--- src/rtl/tick_pkg.sv ---
// Shared definitions for the tick timer: slot map and control bit positions.
// Assumes a word-indexed bus with four slots.
package tick_pkg;

    typedef enum logic [1:0] {
        SLOT_CTRL   = 2'd0,
        SLOT_RELOAD = 2'd1,
        SLOT_COUNT  = 2'd2,
        SLOT_SPARE  = 2'd3
    } slot_e;

    localparam int CB_RUN   = 0;
    localparam int CB_IRQEN = 1;
    localparam int CB_CORE  = 2;
    localparam int CB_FLAG  = 16;

    typedef struct packed {
        logic core_src;
        logic irq_en;
        logic run;
    } ctrl_t;

endpackage

--- src/rtl/tick_regfile.sv ---
// Register slots and bus read path of the tick timer.
// Holds the control bits and the reload value. Decodes writes to the count
// slot and reads of the control slot. Read data is registered and only
// updated on a read. Assumes ADDR_W >= 2; any set upper address bits
// select nothing.
module tick_regfile
    import tick_pkg::*;
#(
    parameter int DATA_W = 32,
    parameter int CNT_W  = 24,
    parameter int ADDR_W = 2
) (
    input  logic              clk,
    input  logic              rst_n,
    input  logic [ADDR_W-1:0] addr_i,
    input  logic              we_i,
    input  logic [DATA_W-1:0] wdata_i,
    input  logic              re_i,
    input  logic [CNT_W-1:0]  count_i,
    input  logic              flag_i,
    input  logic              flag_set_i,
    output ctrl_t             ctrl_o,
    output logic [CNT_W-1:0]  reload_o,
    output logic              count_wr_o,
    output logic              ctrl_rd_o,
    output logic [DATA_W-1:0] rdata_o
);

    slot_e             slot;
    logic              mapped;
    ctrl_t             ctrl_q;
    logic [CNT_W-1:0]  reload_q;
    logic [DATA_W-1:0] rd_mux;
    logic [DATA_W-1:0] rdata_q;

    assign slot = slot_e'(addr_i[1:0]);

    // Address range check; the variant depends on the address width.
    generate
        if (ADDR_W > 2) begin : g_wide
            assign mapped = (addr_i[ADDR_W-1:2] == '0);
        end else begin : g_narrow
            assign mapped = 1'b1;
        end
    endgenerate

    assign count_wr_o = we_i && mapped && (slot == SLOT_COUNT);
    assign ctrl_rd_o  = re_i && mapped && (slot == SLOT_CTRL);

    // Control and reload slot storage.
    always_ff @(posedge clk) begin
        if (!rst_n) begin
            ctrl_q   <= '0;
            reload_q <= '0;
        end else if (we_i && mapped) begin
            if (slot == SLOT_CTRL) begin
                ctrl_q.run      <= wdata_i[CB_RUN];
                ctrl_q.irq_en   <= wdata_i[CB_IRQEN];
                ctrl_q.core_src <= wdata_i[CB_CORE];
            end
            if (slot == SLOT_RELOAD) begin
                reload_q <= wdata_i[CNT_W-1:0];
            end
        end
    end

    // Read multiplexer; a flag being set in this cycle is reported as set.
    always_comb begin
        rd_mux = '0;
        if (mapped) begin
            unique case (slot)
                SLOT_CTRL: begin
                    rd_mux[CB_RUN]   = ctrl_q.run;
                    rd_mux[CB_IRQEN] = ctrl_q.irq_en;
                    rd_mux[CB_CORE]  = ctrl_q.core_src;
                    rd_mux[CB_FLAG]  = flag_i | flag_set_i;
                end
                SLOT_RELOAD: rd_mux = DATA_W'(reload_q);
                SLOT_COUNT:  rd_mux = DATA_W'(count_i);
                SLOT_SPARE:  rd_mux = '0;
            endcase
        end
    end

    // Registered read data, updated only on a read.
    always_ff @(posedge clk) begin
        if (!rst_n) rdata_q <= '0;
        else if (re_i) rdata_q <= rd_mux;
    end

    assign ctrl_o   = ctrl_q;
    assign reload_o = reload_q;
    assign rdata_o  = rdata_q;


    spare_zero_chk: assert property (@(posedge clk) disable iff (!rst_n)
        (re_i && slot == SLOT_SPARE) |=> rdata_o == '0);


    reload_upper_chk: assert property (@(posedge clk) disable iff (!rst_n)
        (re_i && mapped && slot == SLOT_RELOAD) |=> rdata_o[DATA_W-1:CNT_W] == '0);

endmodule

--- src/rtl/tick_core.sv ---
// Down-counter of the tick timer.
// Picks the tick source and steps the count down on each tick. At zero, a
// tick loads the reload value instead. A count-slot write clears the count
// and wins over a tick in the same cycle. Flags the 1-to-0 step to the
// status logic. Assumes the reference strobe is synchronous to clk.
module tick_core #(
    parameter int CNT_W = 24
) (
    input  logic             clk,
    input  logic             rst_n,
    input  logic             run_i,
    input  logic             core_src_i,
    input  logic             ref_tick_i,
    input  logic             clr_i,
    input  logic [CNT_W-1:0] reload_i,
    output logic [CNT_W-1:0] count_o,
    output logic             to_zero_o
);

    localparam logic [CNT_W-1:0] ONE = CNT_W'(1);

    logic             tick;
    logic [CNT_W-1:0] count_q;

    // Tick source select: every cycle, or only on the reference strobe.
    assign tick      = run_i && (core_src_i || ref_tick_i);
    assign to_zero_o = tick && !clr_i && (count_q == ONE);

    // Count register: clear, load on zero, or decrement.
    always_ff @(posedge clk) begin
        if (!rst_n) begin
            count_q <= '0;
        end else if (clr_i) begin
            count_q <= '0;
        end else if (tick) begin
            if (count_q == '0) count_q <= reload_i;
            else               count_q <= count_q - ONE;
        end
    end

    assign count_o = count_q;


    step_down_chk: assert property (@(posedge clk) disable iff (!rst_n)
        (tick && !clr_i && count_q != '0) |=> count_q == $past(count_q) - ONE);


    hold_idle_chk: assert property (@(posedge clk) disable iff (!rst_n)
        (!tick && !clr_i) |=> $stable(count_q));


    wrap_load_chk: assert property (@(posedge clk) disable iff (!rst_n)
        (tick && !clr_i && count_q == '0) |=> count_q == $past(reload_i));


    clear_chk: assert property (@(posedge clk) disable iff (!rst_n)
        clr_i |=> count_q == '0);

endmodule

--- src/rtl/tick_status.sv ---
// Sticky status flag and interrupt pulse of the tick timer.
// A 1-to-0 step sets the flag. A control read or a count write clears it,
// but a set in the same cycle wins. The interrupt is a registered one-cycle
// pulse on each step, gated by the interrupt enable.
module tick_status (
    input  logic clk,
    input  logic rst_n,
    input  logic set_i,
    input  logic rd_i,
    input  logic clr_i,
    input  logic irq_en_i,
    output logic flag_o,
    output logic irq_o
);

    logic flag_q;
    logic irq_q;

    // Flag register: set has priority over the read and write clears.
    always_ff @(posedge clk) begin
        if (!rst_n)              flag_q <= 1'b0;
        else if (set_i)          flag_q <= 1'b1;
        else if (rd_i || clr_i)  flag_q <= 1'b0;
    end

    // Interrupt pulse register.
    always_ff @(posedge clk) begin
        if (!rst_n) irq_q <= 1'b0;
        else        irq_q <= set_i && irq_en_i;
    end

    assign flag_o = flag_q;
    assign irq_o  = irq_q;


    collide_keep_chk: assert property (@(posedge clk) disable iff (!rst_n)
        (set_i && rd_i) |=> flag_o);


    read_clear_chk: assert property (@(posedge clk) disable iff (!rst_n)
        (rd_i && !set_i) |=> !flag_o);


    write_clear_chk: assert property (@(posedge clk) disable iff (!rst_n)
        (clr_i && !set_i) |=> !flag_o);


    irq_single_chk: assert property (@(posedge clk) disable iff (!rst_n)
        irq_o |=> !irq_o);

endmodule

--- src/rtl/tick_timer.sv ---
// Top of the tick timer: ties together the register slots, the counter and
// the status logic. Assumes one synchronous clock domain and a
// synchronous active-low reset.
module tick_timer
    import tick_pkg::*;
#(
    parameter int DATA_W = 32,
    parameter int CNT_W  = 24,
    parameter int ADDR_W = 2
) (
    input  logic              clk,
    input  logic              rst_n,
    input  logic              ref_tick_i,
    input  logic [ADDR_W-1:0] bus_addr_i,
    input  logic              bus_we_i,
    input  logic [DATA_W-1:0] bus_wdata_i,
    input  logic              bus_re_i,
    output logic [DATA_W-1:0] bus_rdata_o,
    output logic              irq_o
);

    ctrl_t            ctrl;
    logic [CNT_W-1:0] reload;
    logic [CNT_W-1:0] count;
    logic             count_wr;
    logic             ctrl_rd;
    logic             to_zero;
    logic             flag;

    tick_regfile #(.DATA_W(DATA_W), .CNT_W(CNT_W), .ADDR_W(ADDR_W)) u_regs (
        .clk        (clk),
        .rst_n      (rst_n),
        .addr_i     (bus_addr_i),
        .we_i       (bus_we_i),
        .wdata_i    (bus_wdata_i),
        .re_i       (bus_re_i),
        .count_i    (count),
        .flag_i     (flag),
        .flag_set_i (to_zero),
        .ctrl_o     (ctrl),
        .reload_o   (reload),
        .count_wr_o (count_wr),
        .ctrl_rd_o  (ctrl_rd),
        .rdata_o    (bus_rdata_o)
    );

    tick_core #(.CNT_W(CNT_W)) u_core (
        .clk        (clk),
        .rst_n      (rst_n),
        .run_i      (ctrl.run),
        .core_src_i (ctrl.core_src),
        .ref_tick_i (ref_tick_i),
        .clr_i      (count_wr),
        .reload_i   (reload),
        .count_o    (count),
        .to_zero_o  (to_zero)
    );

    tick_status u_status (
        .clk      (clk),
        .rst_n    (rst_n),
        .set_i    (to_zero),
        .rd_i     (ctrl_rd),
        .clr_i    (count_wr),
        .irq_en_i (ctrl.irq_en),
        .flag_o   (flag),
        .irq_o    (irq_o)
    );


    irq_at_zero_chk: assert property (@(posedge clk) disable iff (!rst_n)
        irq_o |-> count == '0);

endmodule

--- config.mk ---
export PLATFORM = sky130hd
export DESIGN_NAME = tick_timer
export DESIGN_NICKNAME = d
export VERILOG_FILES = /design/src/rtl/tick_pkg.sv /design/src/rtl/tick_regfile.sv /design/src/rtl/tick_core.sv /design/src/rtl/tick_status.sv /design/src/rtl/tick_timer.sv
export SDC_FILE = /design/constraint.sdc
export NUM_CORES = 1
export LEC_CHECK = 0
export CAP_MARGIN = 5
export CORE_UTILIZATION = 52
export DETAILED_ROUTE_END_ITERATION = 8
export PLACE_DENSITY = 0.79
export SLEW_MARGIN = 40
export SYNTH_ARGS = -nofsm -noshare
export SYNTH_HDL_FRONTEND = slang
export SYNTH_SLANG_ARGS = --single-unit
export TNS_END_PERCENT = 30
--- constraint.sdc ---
create_clock -name clk -period 2.9 [get_ports clk]
set_clock_uncertainty 0.05 [all_clocks]
set_input_delay 0.58 -clock clk [delete_from_list [all_inputs] [get_ports clk]]
set_output_delay 0.58 -clock clk [all_outputs]
set_load 0.01 [all_outputs]
==> results.txt <==
The number of global-route vias before repair is 3318. The number of design rule violations left after detail routing came out at 0. The floorplan step defined a die boundary enclosing between 0.007 and 0.008 mm2. The remaining global-route overflow came out at 0. For the worst setup path, the data arrival time is 2.91 ns. The nature of the critical path startpoint is a register. The detail route stage leaves a number of antenna-violating nets equal to 0. The critical path goes through inv_1 -> ha_1 -> or4b_1 -> or4_1 -> or4_1 -> or3_1 -> a21oi_1. The measured slew at the worst slew-check pin came out at 0.607 ns. The global routing met3 resource utilization came out at 5.04%. The required time at the worst-slack endpoint is 3.13 ns. The gate count after technology mapping is approximately 500. The number of clock buffers inserted by TritonCTS is 9.

In the synthesized netlist the dominant register cell turns out to be sky130_fd_sc_hd__dfxtp_1. The average wire length per cell after detail routing is between 15 and 20 um. The worst setup path is captured at a register.

The count of boundary I/O pins came out at 72. The number of port buffers is 55. The worst-skew pair later-pin latency came out at 0.35 ns. The first global-routing pass estimated 16100 um of wire.

Global routing consumed, over all layers together, a little over a quarter of the routing resources. For this design the static power due to leakage is 0.00172 uW. Fill cells in the final layout number 639. Once placement finished, the instance area stood at between 0.004 and 0.005 mm2.

The count of TritonRoute iterations in the first routing pass came out at 5. The number of antenna violations at the first check in global routing came to 0. The number of gates given a new drive strength after cts is 0. The congestion estimate from routability-driven global placement came to 0.956.

The number of antenna diodes in the final layout is 0. The synthesized design spends more area on one cell type than any other, namely sky130_fd_sc_hd__dfxtp_1. In this run the biggest area consumer among cell types represents 39.4% of the synthesized area. The post-synthesis average cell area came out at 7.98 um2.

The largest single stage delay on the critical path is 0.48 ns. In this run the clock root is driven by a sky130_fd_sc_hd__clkbuf_8. In this run the register-to-register setup slack is between 0.2 and 0.25 ns.

Measured against its own limit, the worst slew margin works out to 59.4%. The fraction of layout instances using a drive strength above 1 is 7.72%. Sequential cells were found to cover 39.4% of the synthesized design area. The biggest fanout along the worst timing path came out at 7.

The synthesized netlist occupies a cell area of 0.00391 mm2. Detailed routing inserted a total of 3726 vias. The met2 global-route usage came out at roughly 44%. The number of storage elements in the synthesis netlist is 77.

Summed over all layers, the routed wires come to 9910 um. The tightest min-delay check is of the reg2reg type. The depth of the CTS H-tree is 3.

Using the TritonRoute via totals, the vias-per-cell ratio works out to 5.79. The number of failing hold endpoints at the final stage was 0. The area used by multi-input combinational logic came out at approximately 0.0021 mm2. For this design, the slowest cell found on the critical path is sky130_fd_sc_hd__or4b_1. TritonCTS built the clock tree.

The die height is 88.7 um. Setup violations remaining at the end of the flow were counted as 0. The max-slew violation total from the final report is 0. The number of warnings issued by yosys is 0. After global routing, the most crowded layer is met2. The half-perimeter wire length after placement is ~7000 um. The number of max-capacitance violations reported came out at 0. Row generation in the floorplan step produced 31 rows.

The worst hold margin is 0.426 ns. The met1 capacity usage during global routing came out at between 30% and 40%. The type of the worst setup path is reg2reg. From synthesis to final layout, the design area changed by 22.2%.

The unique cell type count in the Yosys netlist came out at 46. The die width is 88.7 um. The post-synthesis async set-or-reset flop share came out at 0%. Summing all flip-flop and latch instances after layout gives 0.00154 mm2. The setup TNS after final layout came out at 0 ns. The area inside the core boundary is 0.00725 mm2. Setup repair after global routing left no endpoint under its margin. The cell that appears most often on the critical path is sky130_fd_sc_hd__or4_1. The worst vdd rail ir drop came out at 0.000231 V. The total power per unit cell area is roughly 500 mW/mm2. Derived from the worst setup path, the maximum achievable clock frequency is roughly 370 MHz. Of the available clock period, the critical path in the final layout requires 92.4%.

Sorting the synthesized cells by area gives the leading types as sky130_fd_sc_hd__dfxtp_1 (39%), sky130_fd_sc_hd__nand2_1 (7.2%), sky130_fd_sc_hd__a21boi_0 (5.2%). After clock tree synthesis, the clock-pin slew on the worst setup and hold paths is 0.08 ns. The final standard cell utilization of the core came out at 65.8%. The number of flops mapped to enable cells by yosys came out at 0. The initial core utilization came out at 53.9%. The final instance area came out at 0.00477 mm2. In this run, post-CTS hold repair placed 0 buffers. The number of design-rule violations left by the first detailed-router iteration is 178.

The clock period minus worst slack is 2.68 ns. The run finished with clean final reports. The number of nets in the layout is 586. The clock passes through at most 2 buffers. The maximum number of pins on one net before global-route repair came out at 54. The total number of clock tree sinks came out at 77. The post-CTS setup buffer count is 0.
metal layers:
layer,wire length [um],part of all wire [%]
met1,4330,44
met2,4710,47
met3,567,5.7
met4,305,3.1
met5,0,0
logic make-up (layout without fill, tap and decap cells):
kind of cell	after synthesis	after routing	synth area share, %
AOI/OAI and AO/OA	145	145	25.7
adders and majority gates	7	7	2.24
buffers and inverters	70	117	7.55
DFF	77	77	39.4
muxes	11	11	2.94
other	1	8	0.0959
and+or+nand+nor	179	179	22.0
worst paths after layout:
check                                   startpoint            endpoint  depth (start not counted)
worst max-delay path             u_core.count_o[0]  u_core.count_o[14]                          7
worst min register to register  u_core.count_o[22]  u_core.count_o[22]                          2
worst max register to register   u_core.count_o[0]  u_core.count_o[14]                          7
worst min-delay path            u_core.count_o[22]  u_core.count_o[22]                          2
stage by stage:
step                instances  total power, uW  worst slack [ns]
finish                    643             2400             0.219
global route              643             2510            0.0418
CTS                       643             2410             0.251
detailed placement        628             1550             0.265
global placement          627             1530             0.331
floorplan                 497             1410             0.230
cell type report:
type / count / area share (%)
flip-flops and latches: 77 / 32.3
inverters: 27 / 2.12
clock inverters: 4 / 1.55
well taps: 99 / 2.59
repair buffers: 75 / 14.8
clock buffers: 11 / 2.75
multi-input cells: 350 / 43.9
flip-flops by register name, summed over array words and instances (netlist names):
register         cells
u_core.count_o      24
u_regs.reload_o     24
u_status.irq_o       1
u_status.flag_o      1
u_regs.ctrl_o        3
u_regs.rdata_o      24
layout by cell type, fill, tap and decap left out, types with 5 or more instances in the layout:
| cell | count |
|---|---|
| sky130_fd_sc_hd__a21boi_0 | 27 |
| sky130_fd_sc_hd__a21oi_1 | 15 |
| sky130_fd_sc_hd__a22oi_1 | 24 |
| sky130_fd_sc_hd__and2_1 | 22 |
| sky130_fd_sc_hd__buf_4 | 19 |
| sky130_fd_sc_hd__clkbuf_8 | 9 |
| sky130_fd_sc_hd__clkdlybuf4s50_1 | 55 |
| sky130_fd_sc_hd__conb_1 | 8 |
| sky130_fd_sc_hd__dfxtp_1 | 77 |
| sky130_fd_sc_hd__ha_1 | 7 |
| sky130_fd_sc_hd__inv_1 | 27 |
| sky130_fd_sc_hd__mux2i_1 | 7 |
| sky130_fd_sc_hd__nand2_1 | 75 |
| sky130_fd_sc_hd__nand3_1 | 7 |
| sky130_fd_sc_hd__nor2_1 | 23 |
| sky130_fd_sc_hd__nor2b_1 | 5 |
| sky130_fd_sc_hd__nor3_1 | 18 |
| sky130_fd_sc_hd__nor4_1 | 5 |
| sky130_fd_sc_hd__o21a_1 | 7 |
| sky130_fd_sc_hd__o21ai_0 | 17 |
| sky130_fd_sc_hd__o22ai_1 | 26 |
| sky130_fd_sc_hd__or3_1 | 5 |
| sky130_fd_sc_hd__or4_1 | 6 |
synthesized netlist by cell type, types with 3 or more instances:
cell	instances
sky130_fd_sc_hd__buf_4	8
sky130_fd_sc_hd__o31ai_1	3
sky130_fd_sc_hd__nor4_1	5
sky130_fd_sc_hd__and2_1	22
sky130_fd_sc_hd__a32o_1	4
sky130_fd_sc_hd__clkbuf_1	33
sky130_fd_sc_hd__ha_1	7
sky130_fd_sc_hd__or3_1	5
sky130_fd_sc_hd__mux2i_1	7
sky130_fd_sc_hd__nand3_1	7
sky130_fd_sc_hd__o21ai_0	17
sky130_fd_sc_hd__nand4_1	3
sky130_fd_sc_hd__mux2_2	4
sky130_fd_sc_hd__nor3_1	18
sky130_fd_sc_hd__a22oi_1	24
sky130_fd_sc_hd__a21boi_0	27
sky130_fd_sc_hd__dfxtp_1	77
sky130_fd_sc_hd__o21a_1	7
sky130_fd_sc_hd__o22ai_1	26
sky130_fd_sc_hd__nor2b_1	5
sky130_fd_sc_hd__or2_2	3
sky130_fd_sc_hd__a2bb2oi_1	3
sky130_fd_sc_hd__a31oi_1	4
sky130_fd_sc_hd__o2bb2ai_1	4
sky130_fd_sc_hd__inv_1	27
sky130_fd_sc_hd__a21oi_1	15
sky130_fd_sc_hd__nor2_1	23
sky130_fd_sc_hd__or4_1	6
sky130_fd_sc_hd__nand2_1	75
power breakdown:
group / leakage, uW / switching [uW] / internal (uW) / total, uW
clock network: 0.000103 / 383 / 481 / 864
registers: 0.000623 / 21.6 / 1080 / 1100
logic: 0.000994 / 253 / 186 / 439
worst max-delay path: cells and delay by family, from the launching register on:
family | cells | cell delay [ns]
adders and majority gates | 1 | 0.24
AOI/OAI and AO/OA | 1 | 0.12
and+or+nand+nor | 4 | 1.73
DFF | 1 | 0.37
buffers and inverters | 1 | 0.12
No activity file was read; power rests on OpenSTA's default activity.
